[src/rtl/bank_mapper_pkg.sv]
package bank_mapper_pkg;
    typedef enum logic [1:0] {
        ABS_IDLE  = 2'd0,
        ABS_ARMED = 2'd1,
        ABS_APPLY = 2'd2
    } abs_stage_e;

    typedef struct packed {
        logic [7:0] win_a;
        logic [7:0] win_b;
        logic [7:0] abs_hi;
        abs_stage_e stage;
    } map_state_t;
endpackage

[src/rtl/mapper_regs.sv]
module mapper_regs
    import bank_mapper_pkg::*;
#(
    parameter int WIN_A_PORT = 5,
    parameter int WIN_B_PORT = 6,
    parameter int ABS_PORT   = 7
) (
    input  logic       clk,
    input  logic       rst_n,
    input  logic       io_wr,
    input  logic [7:0] io_port,
    input  logic [7:0] io_data,
    input  logic       mem_req,
    output map_state_t st_q
);
    localparam int NWIN = 2;
    localparam logic [7:0] WIN_PORTS [NWIN] = '{8'(WIN_A_PORT), 8'(WIN_B_PORT)};

    logic [NWIN-1:0] win_we;
    map_state_t      st_d;

    for (genvar w = 0; w < NWIN; w++) begin : g_we
        assign win_we[w] = io_wr && (io_port == WIN_PORTS[w]);
    end

    always_comb begin
        st_d = st_q;
        if (mem_req) begin
            case (st_q.stage)
                ABS_ARMED: st_d.stage = ABS_APPLY;
                ABS_APPLY: st_d.stage = ABS_IDLE;
                default:   st_d.stage = ABS_IDLE;
            endcase
        end
        if (win_we[0]) st_d.win_a = io_data;
        if (win_we[1]) st_d.win_b = io_data;
        if (io_wr && io_port == 8'(ABS_PORT)) begin
            st_d.abs_hi = io_data;
            st_d.stage  = ABS_ARMED;
        end
    end

    always_ff @(posedge clk or negedge rst_n) begin
        if (!rst_n) begin
            st_q <= '{win_a: 8'h00, win_b: 8'h00, abs_hi: 8'h00, stage: ABS_IDLE};
        end else begin
            st_q <= st_d;
        end
    end

    // an arming write leaves the stage armed
    a_r7_arm: assert property (@(posedge clk) disable iff (!rst_n)
        (io_wr && io_port == 8'(ABS_PORT)) |=> (st_q.stage == ABS_ARMED));

    // the applied stage lasts for one transaction only
    a_r9_disarm: assert property (@(posedge clk) disable iff (!rst_n)
        (st_q.stage == ABS_APPLY && mem_req && !io_wr) |=> (st_q.stage == ABS_IDLE));

    // window registers change only on their own ports
    a_r10_hold: assert property (@(posedge clk) disable iff (!rst_n)
        !(win_we[0] || win_we[1]) |=> ($stable(st_q.win_a) && $stable(st_q.win_b)));
endmodule

[src/rtl/mapper_decode.sv]
module mapper_decode
    import bank_mapper_pkg::*;
#(
    parameter int OFS_W     = 14,
    parameter int ROM_PG_W  = 4,
    parameter int RAM_PG_W  = 3,
    parameter int DEV_BIT   = 6,
    parameter int ABS_ROM_P = 3,
    parameter int PHYS_W    = OFS_W + ROM_PG_W
) (
    input  logic              clk,
    input  logic              rst_n,
    input  logic [15:0]       cpu_addr,
    input  logic              mem_req,
    input  map_state_t        st_q,
    output logic [PHYS_W-1:0] phys_addr,
    output logic              rom_cs_n,
    output logic              ram_cs_n
);
    localparam int          ABS_W    = 24;
    localparam logic [23:0] RAM_BASE = 24'(ABS_ROM_P) << OFS_W;
    localparam logic [23:0] RAM_END  = RAM_BASE + (24'(1 << RAM_PG_W) << OFS_W);

    logic [ABS_W-1:0]  abs_a;
    logic [ABS_W-1:0]  abs_ram;
    logic [7:0]        win_reg;
    logic [OFS_W-1:0]  ofs;
    logic              sel_rom;
    logic              sel_ram;
    logic              unused_bits;

    assign ofs         = cpu_addr[OFS_W-1:0];
    assign abs_a       = {st_q.abs_hi, cpu_addr};
    assign abs_ram     = abs_a - RAM_BASE;
    assign unused_bits = ^{st_q.win_a, st_q.win_b, clk, rst_n};

    always_comb begin
        sel_rom   = 1'b0;
        sel_ram   = 1'b0;
        phys_addr = '0;
        win_reg   = (cpu_addr[15:14] == 2'd1) ? st_q.win_a : st_q.win_b;
        if (st_q.stage == ABS_APPLY) begin
            if (abs_a < RAM_BASE) begin
                sel_rom   = 1'b1;
                phys_addr = abs_a[PHYS_W-1:0];
            end else if (abs_a < RAM_END) begin
                sel_ram   = 1'b1;
                phys_addr = abs_ram[PHYS_W-1:0];
            end
        end else begin
            case (cpu_addr[15:14])
                2'd0: begin
                    sel_rom   = 1'b1;
                    phys_addr = PHYS_W'(ofs);
                end
                2'd3: begin
                    sel_ram   = 1'b1;
                    phys_addr = PHYS_W'(ofs);
                end
                default: begin
                    if (win_reg[DEV_BIT]) begin
                        sel_ram   = 1'b1;
                        phys_addr = PHYS_W'({win_reg[RAM_PG_W-1:0], ofs});
                    end else begin
                        sel_rom   = 1'b1;
                        phys_addr = PHYS_W'({win_reg[ROM_PG_W-1:0], ofs});
                    end
                end
            endcase
        end
    end

    assign rom_cs_n = !(mem_req && sel_rom);
    assign ram_cs_n = !(mem_req && sel_ram);

    // never both memories at once
    a_r6_excl: assert property (@(posedge clk) disable iff (!rst_n)
        $onehot0({!rom_cs_n, !ram_cs_n}));

    // no select without a request
    a_r6_idle: assert property (@(posedge clk) disable iff (!rst_n)
        !mem_req |-> (rom_cs_n && ram_cs_n));
endmodule

[src/rtl/bank_mapper.sv]
module bank_mapper
    import bank_mapper_pkg::*;
#(
    parameter int OFS_W      = 14,
    parameter int ROM_PAGES  = 16,
    parameter int RAM_PAGES  = 8,
    parameter int WIN_A_PORT = 5,
    parameter int WIN_B_PORT = 6,
    parameter int ABS_PORT   = 7,
    parameter int DEV_BIT    = 6,
    parameter int ABS_ROM_P  = 3,
    parameter int PHYS_W     = OFS_W + $clog2(ROM_PAGES)
) (
    input  logic              clk,
    input  logic              rst_n,
    input  logic [15:0]       cpu_addr,
    input  logic              mem_req,
    input  logic              io_wr,
    input  logic [7:0]        io_port,
    input  logic [7:0]        io_data,
    output logic [PHYS_W-1:0] phys_addr,
    output logic              rom_cs_n,
    output logic              ram_cs_n
);
    localparam int ROM_PG_W = $clog2(ROM_PAGES);
    localparam int RAM_PG_W = $clog2(RAM_PAGES);

    map_state_t st_q;

    mapper_regs #(
        .WIN_A_PORT(WIN_A_PORT),
        .WIN_B_PORT(WIN_B_PORT),
        .ABS_PORT  (ABS_PORT)
    ) regs_i (
        .clk    (clk),
        .rst_n  (rst_n),
        .io_wr  (io_wr),
        .io_port(io_port),
        .io_data(io_data),
        .mem_req(mem_req),
        .st_q   (st_q)
    );

    mapper_decode #(
        .OFS_W    (OFS_W),
        .ROM_PG_W (ROM_PG_W),
        .RAM_PG_W (RAM_PG_W),
        .DEV_BIT  (DEV_BIT),
        .ABS_ROM_P(ABS_ROM_P),
        .PHYS_W   (PHYS_W)
    ) dec_i (
        .clk      (clk),
        .rst_n    (rst_n),
        .cpu_addr (cpu_addr),
        .mem_req  (mem_req),
        .st_q     (st_q),
        .phys_addr(phys_addr),
        .rom_cs_n (rom_cs_n),
        .ram_cs_n (ram_cs_n)
    );

    // top window is RAM page 0 whenever absolute decode is not applied
    a_r3_top_ram: assert property (@(posedge clk) disable iff (!rst_n)
        (mem_req && st_q.stage != ABS_APPLY && cpu_addr[15:14] == 2'd3)
        |-> (!ram_cs_n && phys_addr == PHYS_W'(cpu_addr[OFS_W-1:0])));

    // bottom window is ROM page 0 whenever absolute decode is not applied
    a_r2_bot_rom: assert property (@(posedge clk) disable iff (!rst_n)
        (mem_req && st_q.stage != ABS_APPLY && cpu_addr[15:14] == 2'd0)
        |-> (!rom_cs_n && phys_addr == PHYS_W'(cpu_addr[OFS_W-1:0])));
endmodule

[config.mk]
export PLATFORM = sky130hd
export DESIGN_NAME = bank_mapper
export DESIGN_NICKNAME = d
export VERILOG_FILES = /design/src/rtl/bank_mapper_pkg.sv /design/src/rtl/mapper_regs.sv /design/src/rtl/mapper_decode.sv /design/src/rtl/bank_mapper.sv
export SDC_FILE = /design/constraint.sdc
export NUM_CORES = 1
export LEC_CHECK = 0
export CAP_MARGIN = 20
export CORE_ASPECT_RATIO = 1.1
export CORE_MARGIN = 2
export CORE_UTILIZATION = 50
export DETAILED_ROUTE_END_ITERATION = 10
export DONT_BUFFER_PORTS = 1
export PLACE_DENSITY_LB_ADDON = 0.1
export SLEW_MARGIN = 20
export SYNTH_ARGS = -nofsm -noshare
export SYNTH_HDL_FRONTEND = slang
export SYNTH_SLANG_ARGS = --single-unit
[constraint.sdc]
create_clock -name clk -period 3 [get_ports clk]
set_clock_uncertainty 0.2 [all_clocks]
set_input_delay 0.6 -clock clk [delete_from_list [all_inputs] [get_ports clk]]
set_output_delay 0.6 -clock clk [all_outputs]
set_load 0.05 [all_outputs]
==> flow_summary.json, run 1 <==
{
  "status": "complete, but fails checks",
  "violations": "negative setup slack",
  "via_per_inst": 5.73,
  "firstDrtPassIters": 4,
  "async_flop_share_pct": 100,
  "rows": 18,
  "max_stage_delay_ns": 0.54,
  "vias": 923,
  "setup_viol": 2,
  "synthFlopType": "dfrtp_1",
  "critPathCaptureType": "output pin",
  "rrSetupSlack_ns": 1.93,
  "syn_inst": 111,
  "grt_max_degree": 21,
  "synth_top_area_share_pct": 42.3,
  "worstSetupPathType": "reg -> out",
  "synth.avg_cell_area_sq_um": 10.7,
  "synth_edf_count": 0,
  "top_register": "regs_i.st_q",
  "cp.arrival_ns": 2.27,
  "worstPathMaxFanout": 2,
  "startpoint": "regs_i.st_q[4]",
  "drv_cap": 0,
  "wl_per_cell_microns": 15.5,
  "seq_area_frac_synth_pct": 42.3,
  "gr-total-overflow": 0,
  "n_antenna_cell": 0,
  "drt-total-wl_microns": 2490,
  "fin_crit_sh_pct": 102,
  "cts-root-buf": "clkbuf_4",
  "portBuffers": 0,
  "multiInputGateArea_sq_um": 691,
  "rsz0062_at_grt": "true",
  "cp_cell_sequence": "or4_4 -> or4_4 -> or4_4 -> o21ai_4",
  "insertion_delay_ns": 0.30,
  "fp.dieH_microns": 55.0,
  "ys_warn_count": 0,
  "grt_pass1_vias": 849,
  "peakVddDrop_uv": 277,
  "maxSlewViolCount": 0,
  "cts.sinks": 20,
  "dp_hpwl_microns": 1960,
  "cp_common_cell": "or4_4",
  "hold_class": "in -> reg",
  "max_freq_ghz": 0.326,
  "synthToLayoutAreaGrowth_pct": 21.5,
  "grt_first_pass_wirelength_microns": 3740,
  "drive_gt1_share_pct": 40.5,
  "num-fill-cells": 192,
  "leakage_nw": 0.693,
  "synth_top_area_cell": "dfrtp_1",
  "synthesis.nets": 150,
  "synth_area_sq_mm": 0.00118,
  "antenna_found_initial": 0,
  "cts_buffers": 3,
  "min_from": "mem_req",
  "synth-seq-cells": 20,
  "worst_pin_slew_ns": 0.843,
  "seq_area_sq_um": 500,
  "fin_crit_ns": 3.07,
  "r2r_start": "regs_i.st_q[4]",
  "io_pins": 56,
  "r2r-end": "regs_i.st_q[4]",
  "die_area_sq_mm": 0.00277,
  "finalSetupTns_ns": -0.0936,
  "critPathSlowestCell": "or4_4",
  "coreArea_sq_mm": 0.00225,
  "drc": 0,
  "die_w_microns": 50.4,
  "gp_congestion": 0.826,
  "yosysMostFrequentCell": "dfrtp_1",
  "hold_viol": 0,
  "startpoint_type": "flop",
  "setup_ws_ns": -0.0653,
  "top_regs": "regs_i.st_q: 20 flops",
  "ant_nets": 0,
  "nNetsFinal": 172,
  "min_path_cells": 1,
  "drt_iter0_markers": 7,
  "cts_tree": "yes",
  "grt_util_all_layers_pct": 18.6,
  "slew_headroom_pct": 43.6,
  "synth_cell_types": 27,
  "fin_util_pct": 63.8,
  "min_to": "regs_i.st_q[0]",
  "placed_cells": 156,
  "synth_area_leaders": "dfrtp_1 42%, mux2_2 18%, nor2b_1 7.9%, mux2i_1 3.4%, ha_1 3.2%",
  "p_per_area_mw_per_mm2": 388,
  "critical_path_buf_inv_count": 0,
  "yosys-top-cells-count": "20 x dfrtp_1, 19 x mux2_2, 15 x nor2b_1",
  "start_util_pct": 52.6,
  "cts.path.max_buffers": 2,
  "largest_reg_flops": 20,
  "worstRegToRegCells": 2,
  "finalNonFillerCells": 161,
  "critical_path_required_ns": 2.20,
  "crit_family": "simple AND/OR/NAND/NOR gates",
  "path_clk_slew_ns": 0.10,
  "h-tree-depth": 1
}
## routing by layer
layer | vias to the layer above | global-route usage, % | wire [microns]
met4 | 0 | 7.66 | 31
met3 | 5 | 4.03 | 240
met2 | 51 | 34.2 | 1200
met1 | 428 | 21.5 | 1020
met5 | - | 0 | 0
li1 | 439 | - | -
## what timing repair did
| action | in CTS | in global routing |
|---|---|---|
| setup endpoints to repair | 16 | 18 |
| gates resized for setup | 5 | 3 |
| hold buffers | 1 | 0 |
| hold endpoints to repair | 20 | 0 |
| pin swaps | 1 | 1 |
| gates cloned | 0 | 0 |
| setup buffers | 1 | 0 |
## cells by family (layout without fill, tap and decap cells)
family                     after synthesis  count (layout)  share of synthesized area [%]
and+or+nand+nor                         38              38                           21.1
xor gates and xnor gates                 1               1                          0.740
adders and majority gates                3               3                           3.17
muxes                                   23              23                           21.5
AOI/OAI and AO/OA                       17              17                           8.35
DFF                                     20              20                           42.3
buffers and inverters                    9              29                           2.85
## area by class of cell
cell class	instances	share of cell area, %
clock buffer	3	1.57
inverter	4	1.04
multi-input combinational	82	48.0
sequential	20	34.8
tap	30	2.61
timing repair buffer	22	11.9
## how the worst max path moves through the flow
stage,end,slack (ns),cells after the start
2_1_floorplan,phys_addr[10],0.06,5
3_3_place_gp,phys_addr[17],0.1,4
3_5_place_dp,phys_addr[17],0.07,4
4_1_cts,phys_addr[17],-0.13,4
5_1_grt,phys_addr[17],-0.11,4
6_report,phys_addr[17],-0.07,4
## through the flow
| step | instance area (sq um) | power [mW] | hold WS, ns | setup WS, ns |
|---|---|---|---|---|
| after floorplan | 1190 | 0.396 | 0.104 | 0.0580 |
| after global placement | 1360 | 0.428 | 0.105 | 0.0978 |
| after detailed placement | 1360 | 0.429 | 0.105 | 0.0747 |
| after CTS | 1420 | 0.559 | 0.184 | -0.129 |
| after global routing | 1440 | 0.582 | 0.175 | -0.110 |
| final | 1440 | 0.558 | 0.186 | -0.0653 |
## report_power, final
| group | internal (mW) | switching (mW) |
|---|---|---|
| clock network | 0.0468 | 0.0744 |
| logic | 0.0545 | 0.0934 |
| registers | 0.281 | 0.00826 |
| total | 0.382 | 0.176 |
## placed cells by master (no fill, tap or decap), types with 2 or more instances in the layout
master    synthesis  layout
nand2_1           2       2
inv_1             4       4
and3_1            2       2
nand2b_1          2       2
mux2i_1           4       4
a21oi_1           6       5
dfrtp_1          20      20
nor3_1            4       2
nand3_1           2       2
nor2b_1          15      15
o22ai_2           0       2
o21ai_0           5       3
ha_1              3       3
nor2_1            2       2
and3b_1           2       2
buf_4             0      20
clkbuf_4          0       3
or4_4             2       3
nor3_2            0       2
mux2_2           19      19
(Power assumes the default switching activity.)
==> run 2: changes to the inputs <==
--- a/config.mk
+++ b/config.mk
@@ -5,10 +5,9 @@
 export SDC_FILE = /design/constraint.sdc
 export NUM_CORES = 1
 export LEC_CHECK = 0
-export CAP_MARGIN = 20
 export CORE_ASPECT_RATIO = 1.1
 export CORE_MARGIN = 2
-export CORE_UTILIZATION = 50
+export CORE_UTILIZATION = 61
 export DETAILED_ROUTE_END_ITERATION = 10
 export DONT_BUFFER_PORTS = 1
 export PLACE_DENSITY_LB_ADDON = 0.1
==> constraint.sdc (replaced) <==
create_clock -name clk -period 3.3 [get_ports clk]
set_clock_uncertainty 0.2 [all_clocks]
set_input_delay 0.66 -clock clk [delete_from_list [all_inputs] [get_ports clk]]
set_output_delay 0.66 -clock clk [all_outputs]
set_load 0.05 [all_outputs]
==> flow_summary.json, run 2 (synthesis gave the netlist of run 1 again) <==
{
  "placed_cells": 143,
  "hold_viol": 0,
  "wl_per_cell_microns": 17.4,
  "setup_ws_ns": -0.0716,
  "violations": "negative setup slack",
  "drt_iter0_markers": 14,
  "r2r-end": "regs_i.st_q[3]",
  "rows": 16,
  "max_freq_ghz": 0.297,
  "dp_hpwl_microns": 2020,
  "startpoint_type": "flop",
  "cts_buffers": 3,
  "hold_ws_ns": 0.252,
  "grt_pass1_vias": 892,
  "fin_crit_ns": 3.37,
  "drive_gt1_share_pct": 36.2,
  "grt_first_pass_wirelength_microns": 3880,
  "coreArea_sq_mm": 0.00180,
  "antenna_found_initial": 0,
  "fin_util_pct": 77.0,
  "worstPathMaxFanout": 5,
  "rrSetupSlack_ns": 2.22,
  "cp.arrival_ns": 2.51,
  "worstRegToRegCells": 1,
  "die_w_microns": 46,
  "gp_congestion": 0.906,
  "nNetsFinal": 170,
  "drc": 0,
  "firstDrtPassIters": 4,
  "cts_tree": "yes",
  "cts-root-buf": "clkbuf_4",
  "grt_max_degree": 21,
  "worstSetupPathType": "reg -> out",
  "finalNonFillerCells": 148,
  "status": "complete, but fails checks",
  "h-tree-depth": 1,
  "critical_path_required_ns": 2.44,
  "hold_class": "in -> reg",
  "top_regs": "regs_i.st_q: 20 flops",
  "die_area_sq_mm": 0.00231,
  "via_per_inst": 5.98,
  "worst_pin_slew_ns": 0.894,
  "cts.path.max_buffers": 2,
  "min_from": "mem_req",
  "insertion_delay_ns": 0.30,
  "slew_headroom_pct": 40.4,
  "cts.sinks": 20,
  "drt-total-wl_microns": 2580,
  "startpoint": "regs_i.st_q[4]",
  "synthToLayoutAreaGrowth_pct": 17.2,
  "pre_cts_slack_ns": 0.252,
  "gr-total-overflow": 0,
  "drv_cap": 0,
  "critPathCaptureType": "output pin",
  "vias": 885,
  "start_util_pct": 65.7,
  "setup_viol": 1,
  "min_to": "regs_i.st_q[0]",
  "final_common_cell": "dfrtp_1",
  "io_pins": 56,
  "p_per_area_mw_per_mm2": 385,
  "top_register": "regs_i.st_q",
  "fp.dieH_microns": 50.2,
  "finalSetupTns_ns": -0.0716,
  "n_antenna_cell": 0,
  "cts_setup_buffers": 0,
  "min_path_cells": 1,
  "fin_crit_sh_pct": 102,
  "grt_util_all_layers_pct": 23.8,
  "num-fill-cells": 130,
  "largest_reg_flops": 20,
  "r2r_start": "regs_i.st_q[3]",
  "peakVddDrop_uv": 296,
  "rsz0062_at_grt": "true",
  "leakage_nw": 0.684,
  "path_clk_slew_ns": 0.11,
  "maxSlewViolCount": 0,
  "portBuffers": 0,
  "ant_nets": 0,
  "layout_common_cells": "20 x dfrtp_1, 19 x mux2_2, 18 x buf_4"
}
run 2: metal layers:
layer	global-route usage (%)	part of all wire, %	vias to the layer above
met5	0	0	-
li1	-	-	435
met1	27.1	41	398
met3	3.96	8.3	2
met4	8.57	0.66	0
met2	42.6	50	50
run 2: layout make-up:
cell class / instances / area, sq um / area share (%)
tap: 18 / 22.5 / 1.62
inverter: 4 / 15.0 / 1.08
timing repair buffer: 20 / 156 / 11.3
clock buffer: 4 / 36.3 / 2.61
sequential: 20 / 500 / 36.1
multi-input combinational: 82 / 657 / 47.3
run 2: stage by stage:
step / instance area [sq um] / power, mW
finish: 1390 / 0.534
CTS: 1390 / 0.538
global route: 1390 / 0.555
floorplan: 1180 / 0.360
global placement: 1330 / 0.386
detailed placement: 1330 / 0.389
run 2: power by group:
part	internal [mW]	switching [mW]
Sequential	0.255	0.00733
Combinational	0.0461	0.0821
Clock	0.0673	0.0756
Total	0.369	0.165
run 2: what timing repair did:
action / CTS / global route
endpoints found under the hold margin: 20 / 0
hold buffers: 1 / 0
gates resized for setup: 3 / 0
setup endpoints to repair: 1 / 1
pin swaps: 0 / 0
run 2: critical path, cell delays in order, from the launching register on:
cell and delay, ns:
dfrtp_1 0.39, or4_4 0.53, or4_4 0.47, or4_4 0.56, o21ai_2 0.08, buf_6 0.17
run 2: worst max-delay path by stage:
stage / endpoint / slack [ns] / cells after the start
after floorplan: phys_addr[17] / 0.03 / 6
after global placement: phys_addr[17] / 0.28 / 5
after detailed placement: phys_addr[17] / 0.25 / 5
after CTS: phys_addr[17] / -0.07 / 5
after global routing: phys_addr[17] / -0.13 / 5
final: phys_addr[17] / -0.07 / 5
